===== src/rtl/refsel_pkg.sv =====
package refsel_pkg;

    typedef enum logic [1:0] {
        FO_MANUAL    = 2'd0,
        FO_WAIT_LOCK = 2'd1,
        FO_ARMED     = 2'd2,
        FO_SPENT     = 2'd3
    } fo_state_t;

    // Bit positions of the synchronized control bus
    localparam int unsigned CTL_MAN  = 0;
    localparam int unsigned CTL_AUTO = 1;
    localparam int unsigned CTL_LOL  = 2;
    localparam int unsigned CTL_W    = 3;

endpackage


===== src/rtl/refsel_sync.sv =====
module refsel_sync #(
    parameter int unsigned WIDTH  = 3,
    parameter int unsigned STAGES = 2
) (
    input  logic             clk,
    input  logic             rst_n,
    input  logic [WIDTH-1:0] d_async,
    output logic [WIDTH-1:0] q_sync
);

    logic [WIDTH-1:0] chain [STAGES];

    genvar g;
    generate
        for (g = 0; g < STAGES; g++) begin : g_stage
            if (g == 0) begin : g_first
                always_ff @(posedge clk or negedge rst_n) begin
                    if (!rst_n) chain[g] <= '0;
                    else        chain[g] <= d_async;
                end
            end else begin : g_next
                always_ff @(posedge clk or negedge rst_n) begin
                    if (!rst_n) chain[g] <= '0;
                    else        chain[g] <= chain[g-1];
                end
            end
        end
    endgenerate

    assign q_sync = chain[STAGES-1];

endmodule


===== src/rtl/refsel_rise.sv =====
module refsel_rise (
    input  logic clk,
    input  logic rst_n,
    input  logic level,
    output logic rise
);

    logic level_d;

    always_ff @(posedge clk or negedge rst_n) begin
        if (!rst_n) level_d <= 1'b0;
        else        level_d <= level;
    end

    assign rise = level & ~level_d;

endmodule


===== src/rtl/refsel_fsm.sv =====
module refsel_fsm
    import refsel_pkg::*;
(
    input  logic clk,
    input  logic rst_n,
    input  logic man_s,
    input  logic auto_s,
    input  logic lol_s,
    input  logic lol_rise,
    output logic ref_sel,
    output logic switch_pulse,
    output logic armed,
    output logic spent
);

    fo_state_t state_q, state_d;
    logic      ref_q, ref_d;
    logic      pulse_q, pulse_d;

    // Next state and next reference
    always_comb begin
        state_d = state_q;
        ref_d   = ref_q;
        pulse_d = 1'b0;
        unique case (state_q)
            FO_MANUAL: begin
                ref_d = man_s;
                if (auto_s) state_d = lol_s ? FO_WAIT_LOCK : FO_ARMED;
            end
            FO_WAIT_LOCK: begin
                ref_d = man_s;
                if (!auto_s)     state_d = FO_MANUAL;
                else if (!lol_s) state_d = FO_ARMED;
            end
            FO_ARMED: begin
                if (!auto_s) begin
                    state_d = FO_MANUAL;
                    ref_d   = man_s;
                end else if (lol_rise) begin
                    state_d = FO_SPENT;
                    ref_d   = ~ref_q;
                    pulse_d = 1'b1;
                end
            end
            FO_SPENT: begin
                if (!auto_s) begin
                    state_d = FO_MANUAL;
                    ref_d   = man_s;
                end
            end
            default: begin
                state_d = FO_MANUAL;
                ref_d   = man_s;
            end
        endcase
    end

    // State register
    always_ff @(posedge clk or negedge rst_n) begin
        if (!rst_n) begin
            state_q <= FO_MANUAL;
            ref_q   <= 1'b0;
            pulse_q <= 1'b0;
        end else begin
            state_q <= state_d;
            ref_q   <= ref_d;
            pulse_q <= pulse_d;
        end
    end

    // Outputs
    always_comb begin
        ref_sel      = ref_q;
        switch_pulse = pulse_q;
        armed        = (state_q == FO_ARMED);
        spent        = (state_q == FO_SPENT);
    end

endmodule


===== src/rtl/refsel_failover_ctrl.sv =====
module refsel_failover_ctrl
    import refsel_pkg::*;
#(
    parameter int unsigned SYNC_STAGES = 2
) (
    input  logic clk,
    input  logic rst_n,
    input  logic man_sel_i,
    input  logic auto_en_i,
    input  logic lol_i,
    output logic ref_sel_o,
    output logic ref_ack_o,
    output logic switch_pulse_o,
    output logic armed_o,
    output logic spent_o
);

    logic [CTL_W-1:0] ctl_raw, ctl_s;
    logic             lol_rise;
    logic             ref_sel;

    always_comb begin
        ctl_raw           = '0;
        ctl_raw[CTL_MAN]  = man_sel_i;
        ctl_raw[CTL_AUTO] = auto_en_i;
        ctl_raw[CTL_LOL]  = lol_i;
    end

    refsel_sync #(
        .WIDTH  (CTL_W),
        .STAGES (SYNC_STAGES)
    ) sync_i (
        .clk     (clk),
        .rst_n   (rst_n),
        .d_async (ctl_raw),
        .q_sync  (ctl_s)
    );

    refsel_rise lol_edge_i (
        .clk   (clk),
        .rst_n (rst_n),
        .level (ctl_s[CTL_LOL]),
        .rise  (lol_rise)
    );

    refsel_fsm fsm_i (
        .clk          (clk),
        .rst_n        (rst_n),
        .man_s        (ctl_s[CTL_MAN]),
        .auto_s       (ctl_s[CTL_AUTO]),
        .lol_s        (ctl_s[CTL_LOL]),
        .lol_rise     (lol_rise),
        .ref_sel      (ref_sel),
        .switch_pulse (switch_pulse_o),
        .armed        (armed_o),
        .spent        (spent_o)
    );

    assign ref_sel_o = ref_sel;
    assign ref_ack_o = ref_sel;

endmodule


===== config.mk =====
export PLATFORM = sky130hd
export DESIGN_NAME = refsel_failover_ctrl
export DESIGN_NICKNAME = d
export VERILOG_FILES = /design/src/rtl/refsel_pkg.sv /design/src/rtl/refsel_sync.sv /design/src/rtl/refsel_rise.sv /design/src/rtl/refsel_fsm.sv /design/src/rtl/refsel_failover_ctrl.sv
export SDC_FILE = /design/constraint.sdc
export NUM_CORES = 1
export LEC_CHECK = 0
export ABC_AREA = 0
export BUFFER_PORTS_ARGS = -buffer_cell sky130_fd_sc_hd__buf_2
export CAP_MARGIN = 20
export CORE_AREA = 2 2 39 41
export CTS_BUF_LIST = sky130_fd_sc_hd__clkbuf_4 sky130_fd_sc_hd__clkbuf_8
export CTS_CLUSTER_DIAMETER = 40
export DETAILED_ROUTE_END_ITERATION = 8
export DIE_AREA = 0 0 41 43
export GPL_TIMING_DRIVEN = 0
export MAX_ROUTING_LAYER = met4
export SLEW_MARGIN = 30
export SYNTH_ARGS = -nofsm -noshare
export SYNTH_HDL_FRONTEND = slang
export SYNTH_SLANG_ARGS = --single-unit

===== constraint.sdc =====
create_clock -name clk -period 2.05 [get_ports clk]
set_input_delay 0.205 -clock clk [delete_from_list [all_inputs] [get_ports clk]]
set_output_delay 0.205 -clock clk [all_outputs]
set_load 0.005 [all_outputs]

### Yosys cells after proc, flatten, opt, wreduce, memory -nomap -nowiden

Index checks and enable logic that the tools add are counted.
Widths: inputs -> output; s select.

| storage, ports and cells | value |
|---|---|
| flip-flop bits (word level) | 11 |
| bits in latches | 0 |
| bits in writable memories | 0 |
| memory bits (read-only) | 0 |
| input port bits | 5 |
| output and inout port bits | 5 |
| word-level logic and storage cells | 35 |
| memories | 0 |

| cells by class | value |
|---|---|
| add/sub/neg operators | 0 |
| $mul | 0 |
| divide/modulo/power cells | 0 |
| magnitude comparators | 0 |
| equality and inequality tests | 7 |
| shifts and indexed selects | 0 |
| muxes and demuxes | 15 |
| bitwise gates (word level) | 3 |
| reduce and logical (&&, ||, !) cells | 4 |

Operator list:

| cell | count |
|---|---|
| $mux 2 | 7 |
| $pmux 2 s4 | 1 |
| $mux 1 | 6 |
| $eq 2x2->1 const B | 2 |
| $ne 2x2->1 const B | 2 |
| $reduce_and 4->1 | 1 |
| $ne 3x2->1 const B | 1 |
| $ne 3x3->1 const B | 1 |
| $pmux 1 s3 | 1 |
| $eq 2x1->1 const B | 1 |
| $logic_not 2->1 | 1 |
| $not 1->1 | 2 |
| $reduce_and 2->1 | 1 |
| $reduce_or 2->1 | 1 |
| $and 1x1->1 | 1 |

### Logic depth before layout (Yosys ltp)

| depth | value |
|---|---|
| depth in word-level cells | 5 |
| mapped depth | 3 |
| gate-level depth less buffers | 3 |

### By module

From an unflattened synthesis, not the netlist that was laid out.

| second synthesis, totals | value |
|---|---|
| cells, all modules | 28 |
| area, all modules | 389.1 um^2 |

Modules (own cells, without submodules):

| module | times used | cells an instance | area an instance (um^2) | sequential area each (um^2) |
|---|---|---|---|---|
| refsel_sync | 1 | 9 | 172.7 | 150.1 |
| refsel_fsm | 1 | 16 | 170.2 | 100.1 |
| refsel_rise | 1 | 2 | 38.8 | 25.0 |
| refsel_failover_ctrl | 1 | 1 | 7.5 | 0.0 |

### Worst setup path before layout

Ideal clock, no wire load.

| path | value |
|---|---|
| path kind | flip-flop to flip-flop |
| from | register fsm_i.state_q[0] |
| to | register fsm_i.ref_q, in the netlist fsm_i.ref_sel |
| setup time | 129 ps |
| arrival time | 791 ps |
| required time | 1,921 ps |
| path slack | 1,131 ps |
| cell stages (with the launch flop) | 4 |
| path buffers | 0 |
| clock period less this slack | 919 ps |
| cells stage by stage | dfrtp_1 > nor3b_2 > xnor2_1 > a31oi_1 |

| between the ends | value |
|---|---|
| cells in the longest elaborated chain, start to end | 3 |
| elaborated cells between the ends (all ways) | 9 |
| classes of those cells | 5 x eq/ne; 1 x mux; 3 x reduce/logical |

RTL lines:

| element | RTL line | RTL |
|---|---|---|
| from (decl) | refsel_fsm.sv:16 | `fo_state_t state_q, state_d;` |
| from (signal assigned) | refsel_fsm.sv:65 | `state_q <= state_d;` |
| $eq 2x1->1, or another cell as far along | refsel_fsm.sv:25 | `unique case (state_q)` |
| $reduce_or 2->1 (no line), or another cell as far along | -- |  |
| $pmux 1 s3 / $reduce_and 2->1 (equally long branches) | -- |  |
| to (signal assigned) | refsel_fsm.sv:66 | `ref_q <= ref_d;` |
| to (decl) | refsel_fsm.sv:17 | `logic ref_q, ref_d;` |

Several ways; a longest one is shown, not always the timed one.
A chain may end at the register's enable or synchronous reset.

### Final worst setup path

| path | value |
|---|---|
| from | register fsm_i.state_q[1] |
| to | output port spent_o |

| between the ends | value |
|---|---|
| cells in the longest elaborated chain, start to end | 1 |

RTL lines:

| element | RTL line | RTL |
|---|---|---|
| $eq 2x2->1 | refsel_fsm.sv:76 | `spent = (state_q == FO_SPENT);` |
| to (decl) | refsel_failover_ctrl.sv:15 | `output logic spent_o` |

Every way passes these cells.

==> impl_metrics.env <==
export IMPL_top_layer_used="met3"
export IMPL_antenna_found_initial=0
export IMPL_ys_types=12
export IMPL_met3_length_um=65
export IMPL_cts_buffers=3
export IMPL_clock_skew_ns=0.00724
export IMPL_drv_slew=0
export IMPL_h_tree_depth=1
export IMPL_first_global_vias=191
export IMPL_rsz0062_at_grt="no"
export IMPL_initial_core_util_pct=26.0
export IMPL_ys_ff_latch=11
export IMPL_io_pins=10
export IMPL_maxCapViolCount=0
export IMPL_grt_overflow_total=0
export IMPL_syn_nets=28
export IMPL_dpl_cell_area_um2=425
export IMPL_cpLargestDelayFamily="flip-flops"
export IMPL_p_switching_mw=0.0848
export IMPL_p_total_mw=0.419
export IMPL_leakage_nw=0.230
export IMPL_path_cells="and2_2 > buf_2"
export IMPL_grt_pass1_wl_um=745
export IMPL_status="completed"
export IMPL_holdPathStages=1
export IMPL_cts_tree="done"
export IMPL_mostFrequentLayoutCells="dfrtp_1, buf_2, clkbuf_4"
export IMPL_max_clock_path_buffers=2
export IMPL_path_class="register to output pin"
export IMPL_hold_buffers=1
export IMPL_reg2reg_depth=3
export IMPL_fmax_ghz=0.806
export IMPL_cts_root_buffer="clkbuf_4"
export IMPL_num_rows=14
export IMPL_power_density_nw_per_um2=899
export IMPL_worstMarginPinSlew_ns=0.238
export IMPL_cp_end_kind="output pin"
export IMPL_synth_area_um2=360
export IMPL_cts_sinks=11
export IMPL_drt_initial_drc_count=5
export IMPL_p_int_mw=0.334
export IMPL_switching_share_pct=20.3
export IMPL_grt_util_all_layers_pct=7.11
export IMPL_power_frac_comb_pct=7.0
export IMPL_first_pass_iters=4
export IMPL_drc=0
export IMPL_syn_to_final_growth_pct=29.2
export IMPL_cp_start_kind="register"
export IMPL_wl_met2_um=216
export IMPL_globalplace_congestion=0.687
export IMPL_hp_class="input port to register"
export IMPL_vias=225
export IMPL_ir_worst_vdd_mv=0.461
export IMPL_clk_pin_slew_ns=0.07
export IMPL_hold_viol=0
export IMPL_antenna_cells=0
export IMPL_slew_headroom_pct=84.1
export IMPL_hold_slack_ns=0.0517
export IMPL_ys_warn_count=0
export IMPL_core_area_um2=1380
export IMPL_seqPwrFrac_pct=56.5
export IMPL_tns_ns=0
export IMPL_ant_nets=0
export IMPL_layout_nets=43
export IMPL_post_cts_buffers=0
export IMPL_slowest_stage="dfrtp_1"
export IMPL_wl_met1_um=204
export IMPL_path_depth=2
export IMPL_grt_max_degree=12
export IMPL_io_buffers=9
export IMPL_layout_min_cycle_time_ns=1.24
export IMPL_p_clk_share_pct=36.5
export IMPL_ctsResizeCount=0
export IMPL_die_w_um=41
export IMPL_postSynthCellCount=23
export IMPL_arrival_ns=1.04
export IMPL_vias_per_cell=4.25
export IMPL_layout_commonest_cell="dfrtp_1"
export IMPL_finalCritPeriodShare_pct=60.5
export IMPL_max_stage_delay_ns=0.42
export IMPL_clkLatencyLatePin_ns=0.26
export IMPL_die_h_um=43
export IMPL_die_area_um2=1760
export IMPL_final_layout_size_suffix_gt1_share_pct=45.9
export IMPL_finalWirelength_um=486
export IMPL_design_area_um2=465
export IMPL_wire_per_inst_um=9.17
export IMPL_worstPathRequired_ns=1.85
export IMPL_worstPathMaxFanout=6
export IMPL_cp_buffers_inverters=1
export IMPL_synth_seq_area_share_pct=76.4
export IMPL_syn_area_per_cell_um2=15.7
export IMPL_finalSetupViolCount=0
==> metrics by stage <==
stage / utilization (%) / instances / setup WS (ns)
final: 33.6 / 53 / 0.809
after global routing: 33.6 / 53 / 0.757
after CTS: 33.6 / 53 / 0.806
after detailed placement: 30.7 / 48 / 1.07
after global placement: 30.7 / 48 / 1.08
after floorplan: - / 23 / 1.13
==> synth_stat cells <==
cell type	number	share of area (%)
dfrtp_1	11	76
a21boi_0	2	4.2
a21oi_1	1	1.4
a31oi_1	1	1.7
and2_2	1	2.1
and3_2	1	2.1
buf_4	1	2.1
inv_1	1	1.0
nor2_1	1	1.0
nor3b_2	1	3.5
o21a_1	1	2.1
xnor2_1	1	2.4
==> metal layers <==
| metal | vias to the layer above | track usage (%) |
|---|---|---|
| met4 | 0 | 0 |
| met5 | - | - |
| met3 | 0 | 9.42 |
| li1 | 103 | - |
| met1 | 108 | 7.46 |
| met2 | 14 | 8.75 |
==> cells by family (layout without fill, tap and decap cells) <==
kind of cell              count (synthesis)  count (layout)  share of synthesized area (%)
AOI/OAI and AO/OA                         5               5                           9.37
and+or+nand+nor                           4               4                           8.68
buffers and inverters                     2              16                           3.12
xor gates and xnor gates                  1               1                           2.43
DFF                                      11              11                           76.4
==> worst reg2reg max path, delay by kind of cell, from the launching register on <==
kind	cells	cell delay [ns]
AO/OA/AOI/OAI	1	0.10
AND/OR/NAND/NOR	1	0.24
XOR/XNOR	1	0.15
flip-flops	1	0.40
==> layout make-up <==
| type | instances | area, um^2 |
|---|---|---|
| Timing Repair Buffer | 10 | 55.1 |
| Clock buffer | 4 | 30.0 |
| Sequential cell | 11 | 275 |
| Fill cell | 134 | 918 |
| Buffer | 1 | 7.51 |
| Inverter | 1 | 3.75 |
| Multi-Input combinational cell | 10 | 73.8 |
| Tap cell | 16 | 20.0 |
==> path summary, 6_finish.rpt <==
kind	start	slack (ns)	to
max	fsm_i.state_q[1]$_DFFE_PN0P_	0.81	spent_o
min	man_sel_i	0.05	sync_i.chain[3]$_DFF_PN0_
max reg2reg	fsm_i.state_q[0]$_DFFE_PN0P_	1.05	fsm_i.ref_sel$_DFFE_PN0P_
min reg2reg	sync_i.chain[4]$_DFF_PN0_	0.35	sync_i.q_sync[1]$_DFF_PN0_
max in group asynchronous	rst_n	1.51	sync_i.q_sync[2]$_DFF_PN0_
min in group asynchronous	rst_n	0.34	fsm_i.switch_pulse$_DFF_PN0_
==> power groups by stage <==
stage | Combinational, mW | Clock [mW] | Sequential, mW
after detailed placement | 0.0281 | 0 | 0.241
after global routing | 0.0334 | 0.172 | 0.238
after CTS | 0.0298 | 0.161 | 0.237
final | 0.0291 | 0.153 | 0.237
after global placement | 0.0274 | 0 | 0.241
after floorplan | 0.0134 | 0 | 0.240
==> state kept, by name, summed over array words and instances (netlist names) <==
name,count
sync_i.chain,3
lol_edge_i.level_d,1
fsm_i.switch_pulse,1
sync_i.q_sync,3
fsm_i.ref_sel,1
fsm_i.state_q,2
Power figures use the tool's default switching activity.
